[config.mk]
export PLATFORM = sky130hd
export DESIGN_NAME = snoop_resolver
export DESIGN_NICKNAME = d
export VERILOG_FILES = /design/src/rtl/snoop_resolver_pkg.sv /design/src/rtl/snoop_decode.sv /design/src/rtl/cpl_hold.sv /design/src/rtl/iwb_seq.sv /design/src/rtl/snoop_resolver.sv
export SDC_FILE = /design/constraint.sdc
export NUM_CORES = 1
export LEC_CHECK = 0
export ABC_AREA = 1
export BUFFER_PORTS_ARGS = -buffer_cell sky130_fd_sc_hd__buf_4
export CORE_AREA = 2 2 39 41
export CTS_CLUSTER_SIZE = 30
export DETAILED_ROUTE_END_ITERATION = 12
export DIE_AREA = 0 0 41 43
export MAX_ROUTING_LAYER = met4
export PLACE_DENSITY = 0.56
export SYNTH_ARGS = -nofsm -noshare
export SYNTH_HDL_FRONTEND = slang
export SYNTH_SLANG_ARGS = --single-unit
[constraint.sdc]
create_clock -name clk_i -period 1.15 [get_ports clk_i]
set_clock_uncertainty 0.1 [all_clocks]
set_input_delay 0.1725 -clock clk_i [delete_from_list [all_inputs] [get_ports clk_i]]
set_output_delay 0.1725 -clock clk_i [all_outputs]
set_load 0.005 [all_outputs]
[src/rtl/snoop_resolver_pkg.sv]
package snoop_resolver_pkg;
  localparam int unsigned CPL_W = 2;

  typedef enum logic [CPL_W-1:0] {
    CPL_NORMAL = 2'b00,
    CPL_IWB    = 2'b01,
    CPL_DEFER  = 2'b10,
    CPL_RETRY  = 2'b11
  } cpl_e;

  typedef enum logic [2:0] {
    SQ_IDLE,
    SQ_WR_TRDY,
    SQ_WR_REL,
    SQ_IWB_TRDY,
    SQ_IWB_DBSY,
    SQ_DONE
  } seq_e;
endpackage

[src/rtl/snoop_decode.sv]
module snoop_decode
  import snoop_resolver_pkg::*;
(
  input  logic hit_mod_ni,
  input  logic defer_ni,
  input  logic retry_pol_i,
  output cpl_e cpl_o
);
  // modified hit has priority over defer
  always_comb begin
    if (!hit_mod_ni)    cpl_o = CPL_IWB;
    else if (!defer_ni) cpl_o = retry_pol_i ? CPL_RETRY : CPL_DEFER;
    else                cpl_o = CPL_NORMAL;
  end
endmodule

[src/rtl/cpl_hold.sv]
module cpl_hold
  import snoop_resolver_pkg::*;
(
  input  logic clk_i,
  input  logic rst_ni,
  input  logic load_i,
  input  logic clear_i,
  input  cpl_e cpl_i,
  output logic vld_o,
  output cpl_e cpl_o
);
  always_ff @(posedge clk_i or negedge rst_ni) begin
    if (!rst_ni) begin
      vld_o <= 1'b0;
      cpl_o <= CPL_NORMAL;
    end else if (clear_i) begin
      vld_o <= 1'b0;
    end else if (load_i) begin
      vld_o <= 1'b1;
      cpl_o <= cpl_i;
    end
  end

  AST_HOLD_STABLE: assert property (@(posedge clk_i) disable iff (!rst_ni)
    vld_o && !clear_i |=> vld_o && $stable(cpl_o));
  AST_CLEAR_DROPS: assert property (@(posedge clk_i) disable iff (!rst_ni)
    clear_i |=> !vld_o);
endmodule

[src/rtl/iwb_seq.sv]
module iwb_seq
  import snoop_resolver_pkg::*;
(
  input  logic clk_i,
  input  logic rst_ni,
  input  logic start_i,
  input  logic wr_phase_i,
  input  logic clear_i,
  input  logic trdy_ni,
  input  logic dbsy_ni,
  output logic rsp_o
);
  seq_e state_q, state_d;

  always_comb begin
    state_d = state_q;
    unique case (state_q)
      SQ_IDLE:     if (start_i) state_d = wr_phase_i ? SQ_WR_TRDY : SQ_IWB_TRDY;
      SQ_WR_TRDY:  if (!trdy_ni) state_d = SQ_WR_REL;
      SQ_WR_REL:   if (trdy_ni)  state_d = SQ_IWB_TRDY;
      SQ_IWB_TRDY: if (!trdy_ni) state_d = SQ_IWB_DBSY;
      SQ_IWB_DBSY: if (!dbsy_ni) state_d = SQ_DONE;
      SQ_DONE:     state_d = SQ_DONE;
      default:     state_d = SQ_IDLE;
    endcase
    if (clear_i) state_d = SQ_IDLE;
  end

  always_ff @(posedge clk_i or negedge rst_ni) begin
    if (!rst_ni) state_q <= SQ_IDLE;
    else         state_q <= state_d;
  end

  // response coincides with the first data-busy clock
  assign rsp_o = (state_q == SQ_IWB_DBSY) && !dbsy_ni;

  AST_NO_RSP_AFTER_START: assert property (@(posedge clk_i) disable iff (!rst_ni)
    start_i |=> !rsp_o);
  AST_RSP_NEEDS_DBSY: assert property (@(posedge clk_i) disable iff (!rst_ni)
    rsp_o |-> !dbsy_ni);
  AST_RSP_ONE_CLOCK: assert property (@(posedge clk_i) disable iff (!rst_ni)
    rsp_o |=> !rsp_o);
endmodule

[src/rtl/snoop_resolver.sv]
module snoop_resolver
  import snoop_resolver_pkg::*;
(
  input  logic             clk_i,
  input  logic             rst_ni,
  input  logic             snoop_vld_i,
  input  logic             hit_mod_ni,
  input  logic             defer_ni,
  input  logic             retry_pol_i,
  input  logic             wr_phase_i,
  input  logic             trdy_ni,
  input  logic             dbsy_ni,
  input  logic             ack_i,
  output logic             cpl_vld_o,
  output logic [CPL_W-1:0] cpl_type_o,
  output logic             iwb_rsp_o
);
  cpl_e dec_cpl, held_cpl;
  logic load, clear;

  snoop_decode i_decode (
    .hit_mod_ni (hit_mod_ni),
    .defer_ni   (defer_ni),
    .retry_pol_i(retry_pol_i),
    .cpl_o      (dec_cpl)
  );

  // samples taken only while nothing is held
  assign load  = snoop_vld_i && !cpl_vld_o;
  assign clear = ack_i && cpl_vld_o;

  cpl_hold i_hold (
    .clk_i  (clk_i),
    .rst_ni (rst_ni),
    .load_i (load),
    .clear_i(clear),
    .cpl_i  (dec_cpl),
    .vld_o  (cpl_vld_o),
    .cpl_o  (held_cpl)
  );

  assign cpl_type_o = held_cpl;

  iwb_seq i_seq (
    .clk_i     (clk_i),
    .rst_ni    (rst_ni),
    .start_i   (load && dec_cpl == CPL_IWB),
    .wr_phase_i(wr_phase_i),
    .clear_i   (clear),
    .trdy_ni   (trdy_ni),
    .dbsy_ni   (dbsy_ni),
    .rsp_o     (iwb_rsp_o)
  );

  AST_RSP_ONLY_IWB: assert property (@(posedge clk_i) disable iff (!rst_ni)
    iwb_rsp_o |-> cpl_vld_o && cpl_type_o == CPL_IWB);
  AST_HIT_WINS: assert property (@(posedge clk_i) disable iff (!rst_ni)
    load && !hit_mod_ni |=> cpl_type_o == CPL_IWB);
  AST_DEFER_POLICY: assert property (@(posedge clk_i) disable iff (!rst_ni)
    load && hit_mod_ni && !defer_ni |=> cpl_type_o[1]);
  AST_HELD_IGNORES: assert property (@(posedge clk_i) disable iff (!rst_ni)
    cpl_vld_o && !ack_i && snoop_vld_i |=> $stable(cpl_type_o));
endmodule

==> key figures <==
Layout
  – Final Core Density: 47.9%
  – Layout net count: 94
  – Post-route insts no fill: 98
  – # fillers: 146
  – Share of post-route cells with drive strength above 1: 57.3%
  – Area growth from synthesis to layout: 64.1%
  – N_diodes: 0
  – Post-route cell area: 663 um2

Min path
  – Worst Hold Class: input port to register
  – Worst Hold Depth: 2

Synth
  – Post-Syn Area per Cell: 7.35 um2
  – Largest cells by area after synthesis: dfrtp_1 (37%), nand2_1 (13%), inv_1 (6.5%)
  – Number of synthesized flops with an enable pin: 0
  – Synthesized area: 404 um2
  – Synth Instances: 55
  – #FFs+latches synth: 6
  – Synth Net Count: 65
  – Synth Area in Compound Gates: 11.5%
  – Post-synthesis sequential area ratio: 37.2%
  – Post-synth cell types: 20
  – Most used flip-flop cell after synthesis: dfrtp_1
  – Mux share of post-synthesis cell area: 2.79%
  – Top cell type's share of synthesized area: 37.2%
  – Synth Area in Simple Gates: 38.4%
  – Area leader, netlist: dfrtp_1
  – FFs w/ async S/R, synth: 100%
  – Synth Area in XOR/XNOR: 0%
  – Main combinational cell family by area after synthesis: simple AND/OR/NAND/NOR gates
  – Synth Warn #: 0
  – Synth Area in Adders: 0%

Status
  – Failing checks: negative setup slack
  – Status: finished with violations

Setup path
  – Worst Path Required: 0.88 ns
  – Crit Path Max Fanout: 2
  – Endpoint class of the critical path: output port
  – Critical path arrival: 0.97 ns
  – Reg2reg setup slack: -0.06 ns
  – Setup CP Type: register to output port
  – Crit path launch type: register
  – R2R depth: 7

Floorplan
  – Die area: 0.00176 mm2
  – DIE WIDTH: 41 um
  – Core Area: 0.00138 mm2
  – Starting density of the core: 29.2%
  – Die height: 43 um
  – Num ports: 14
  – Placement Rows: 14

Timing
  – Final setup fails: 4
  – Worst-margin pin slew: 0.152 ns
  – Rel. slew slack: 89.8%
  – Setup WS post-layout: -0.0938 ns
  – Final Hold Fails: 0
  – Slew Limit Fails: 0
  – Fmax: 0.804 GHz
  – Tcrit/Tclk final: 108%
  – RSZ-0062 raised after global routing: true
  – Fin crit period: 1.24 ns

Clocking
  – Latest clock arrival within the worst-skew pair: 0.24 ns
  – Num CTS Buffers: 3
  – CTS tree: built
  – Clock transition at the registers of the reported paths: 0.04 ns
  – # H-tree levels: 1
  – CTS sink cnt: 6
  – Max clock buf depth: 2
  – Root Buffer Master: clkbuf_4

Routing
  – Vias post-DR: 447
  – Routed WL: 1030 um
  – Pre-antenna DRT Iters: 2
  – Detailed Route Iter0 Violations: 6
  – Via-to-Cell Ratio: 4.56
  – Antenna-violating nets left: 0
  – DR WL/cell: 10.5 um
  – Final routed DRC violation total: 0

Pwr
  – Power, Total: 1.29 mW
  – Worst VDD drop: 0.809 mV
  – Pwr/cell area: 1950 mW/mm2
  – Leak: 0.346 nW

Global route
  – GR Overflow Total: 0
  – Antenna violations before repair: 0
  – GRT Overall Usage: 14.4%
  – First-pass GRT wire length: 1680 um
  – Vias in the first global route: 414
  – Largest net degree at the start of global routing: 7

Placed design
  – Port Buffers: 13
  – Post-Place Setup Slack: -0.00640 ns
  – RePlAce Congestion: 0.635
  – HPWL Detailed: 683 um
  – Post-DP Area: 544 um2
  – Placed Cells: 87

Job
  – Max-Cap Viols: 0
[metal layers]
| metal | global-route usage (%) | vias to the layer above | routed length (um) |
|---|---|---|---|
| met5 | - | - | 0 |
| met4 | 6.00 | 0 | 13 |
| met3 | 3.14 | 4 | 54 |
| met2 | 21.9 | 13 | 548 |
| met1 | 17.7 | 197 | 410 |
| li1 | - | 233 | - |
[critical path, stage by stage (launching register included)]
cell	delay, ns
dfrtp_1	0.39
inv_2	0.07
nand2_2	0.06
nor3_2	0.10
buf_4	0.13
[layout by cell type (no fill, tap or decap), drive strengths merged, types with 2 or more instances in the layout]
master and count:
nand4 3, buf 24, dfrtp 6, o21ai 2
nand2 17, nor2 8, clkbuf 3, inv 9
nand3 2, a21oi 2
[cell families after synthesis]
family,count (synthesis)
buffers and inverters,10
multiplexers,1
AND/OR/NAND/NOR,31
flip-flops,6
AO/OA/AOI/OAI,7
[registers in the layout, summed over array words and instances, names as in the netlist]
register	cells
i_seq.state_q	3
i_hold.cpl_o	2
i_hold.vld_o	1
[Yosys cell counts (2+ instances only)]
master,instances
nand4_1,3
nand2_1,14
dfrtp_1,6
a21oi_1,2
inv_2,2
nand2_4,2
nor2_1,6
inv_1,7
nor2_2,2
[where the power goes]
| group | internal, mW | switching, mW |
|---|---|---|
| Combinational | 0.389 | 0.385 |
| Sequential | 0.277 | 0.0522 |
| Clock | 0.118 | 0.0734 |
| Total | 0.783 | 0.511 |
[path summary, 6_finish.rpt]
kind / startpoint / end
max in group asynchronous: rst_ni / i_seq.state_q[2]
min in group asynchronous: rst_ni / i_hold.cpl_o[1]
worst min register to register: i_hold.cpl_o[1] / i_hold.cpl_o[1]
worst max register to register: i_seq.state_q[0] / i_seq.state_q[1]
worst max-delay path: i_seq.state_q[1] / iwb_rsp_o
worst min-delay path: hit_mod_ni / i_hold.cpl_o[0]
[area by class of cell]
| cell class | count | area [um2] | area share [%] |
|---|---|---|---|
| sequential | 6 | 154 | 23.2 |
| clock buffer | 3 | 22.5 | 3.40 |
| timing repair buffer | 25 | 190 | 28.7 |
| inverter | 9 | 33.8 | 5.09 |
| multi-input combinational | 39 | 243 | 36.6 |
| tap | 16 | 20.0 | 3.02 |
[repair_timing]
item                                    4_1_cts  5_1_grt
endpoints found under the setup margin        3        5
gates resized for setup                      11        2
hold buffers                                  1        0
endpoints found under the hold margin         6        0
setup buffers                                 7        0
[through the flow]
step,setup TNS [ns],hold WS (ns)
3_5_place_dp,-0.0176,-0.115
3_3_place_gp,-0.0515,-0.114
6_report,-0.253,0.0253
2_1_floorplan,0,-0.223
4_1_cts,-0.222,0.0218
5_1_grt,-0.542,0.0194
No activity file was read; power rests on OpenSTA's default activity.
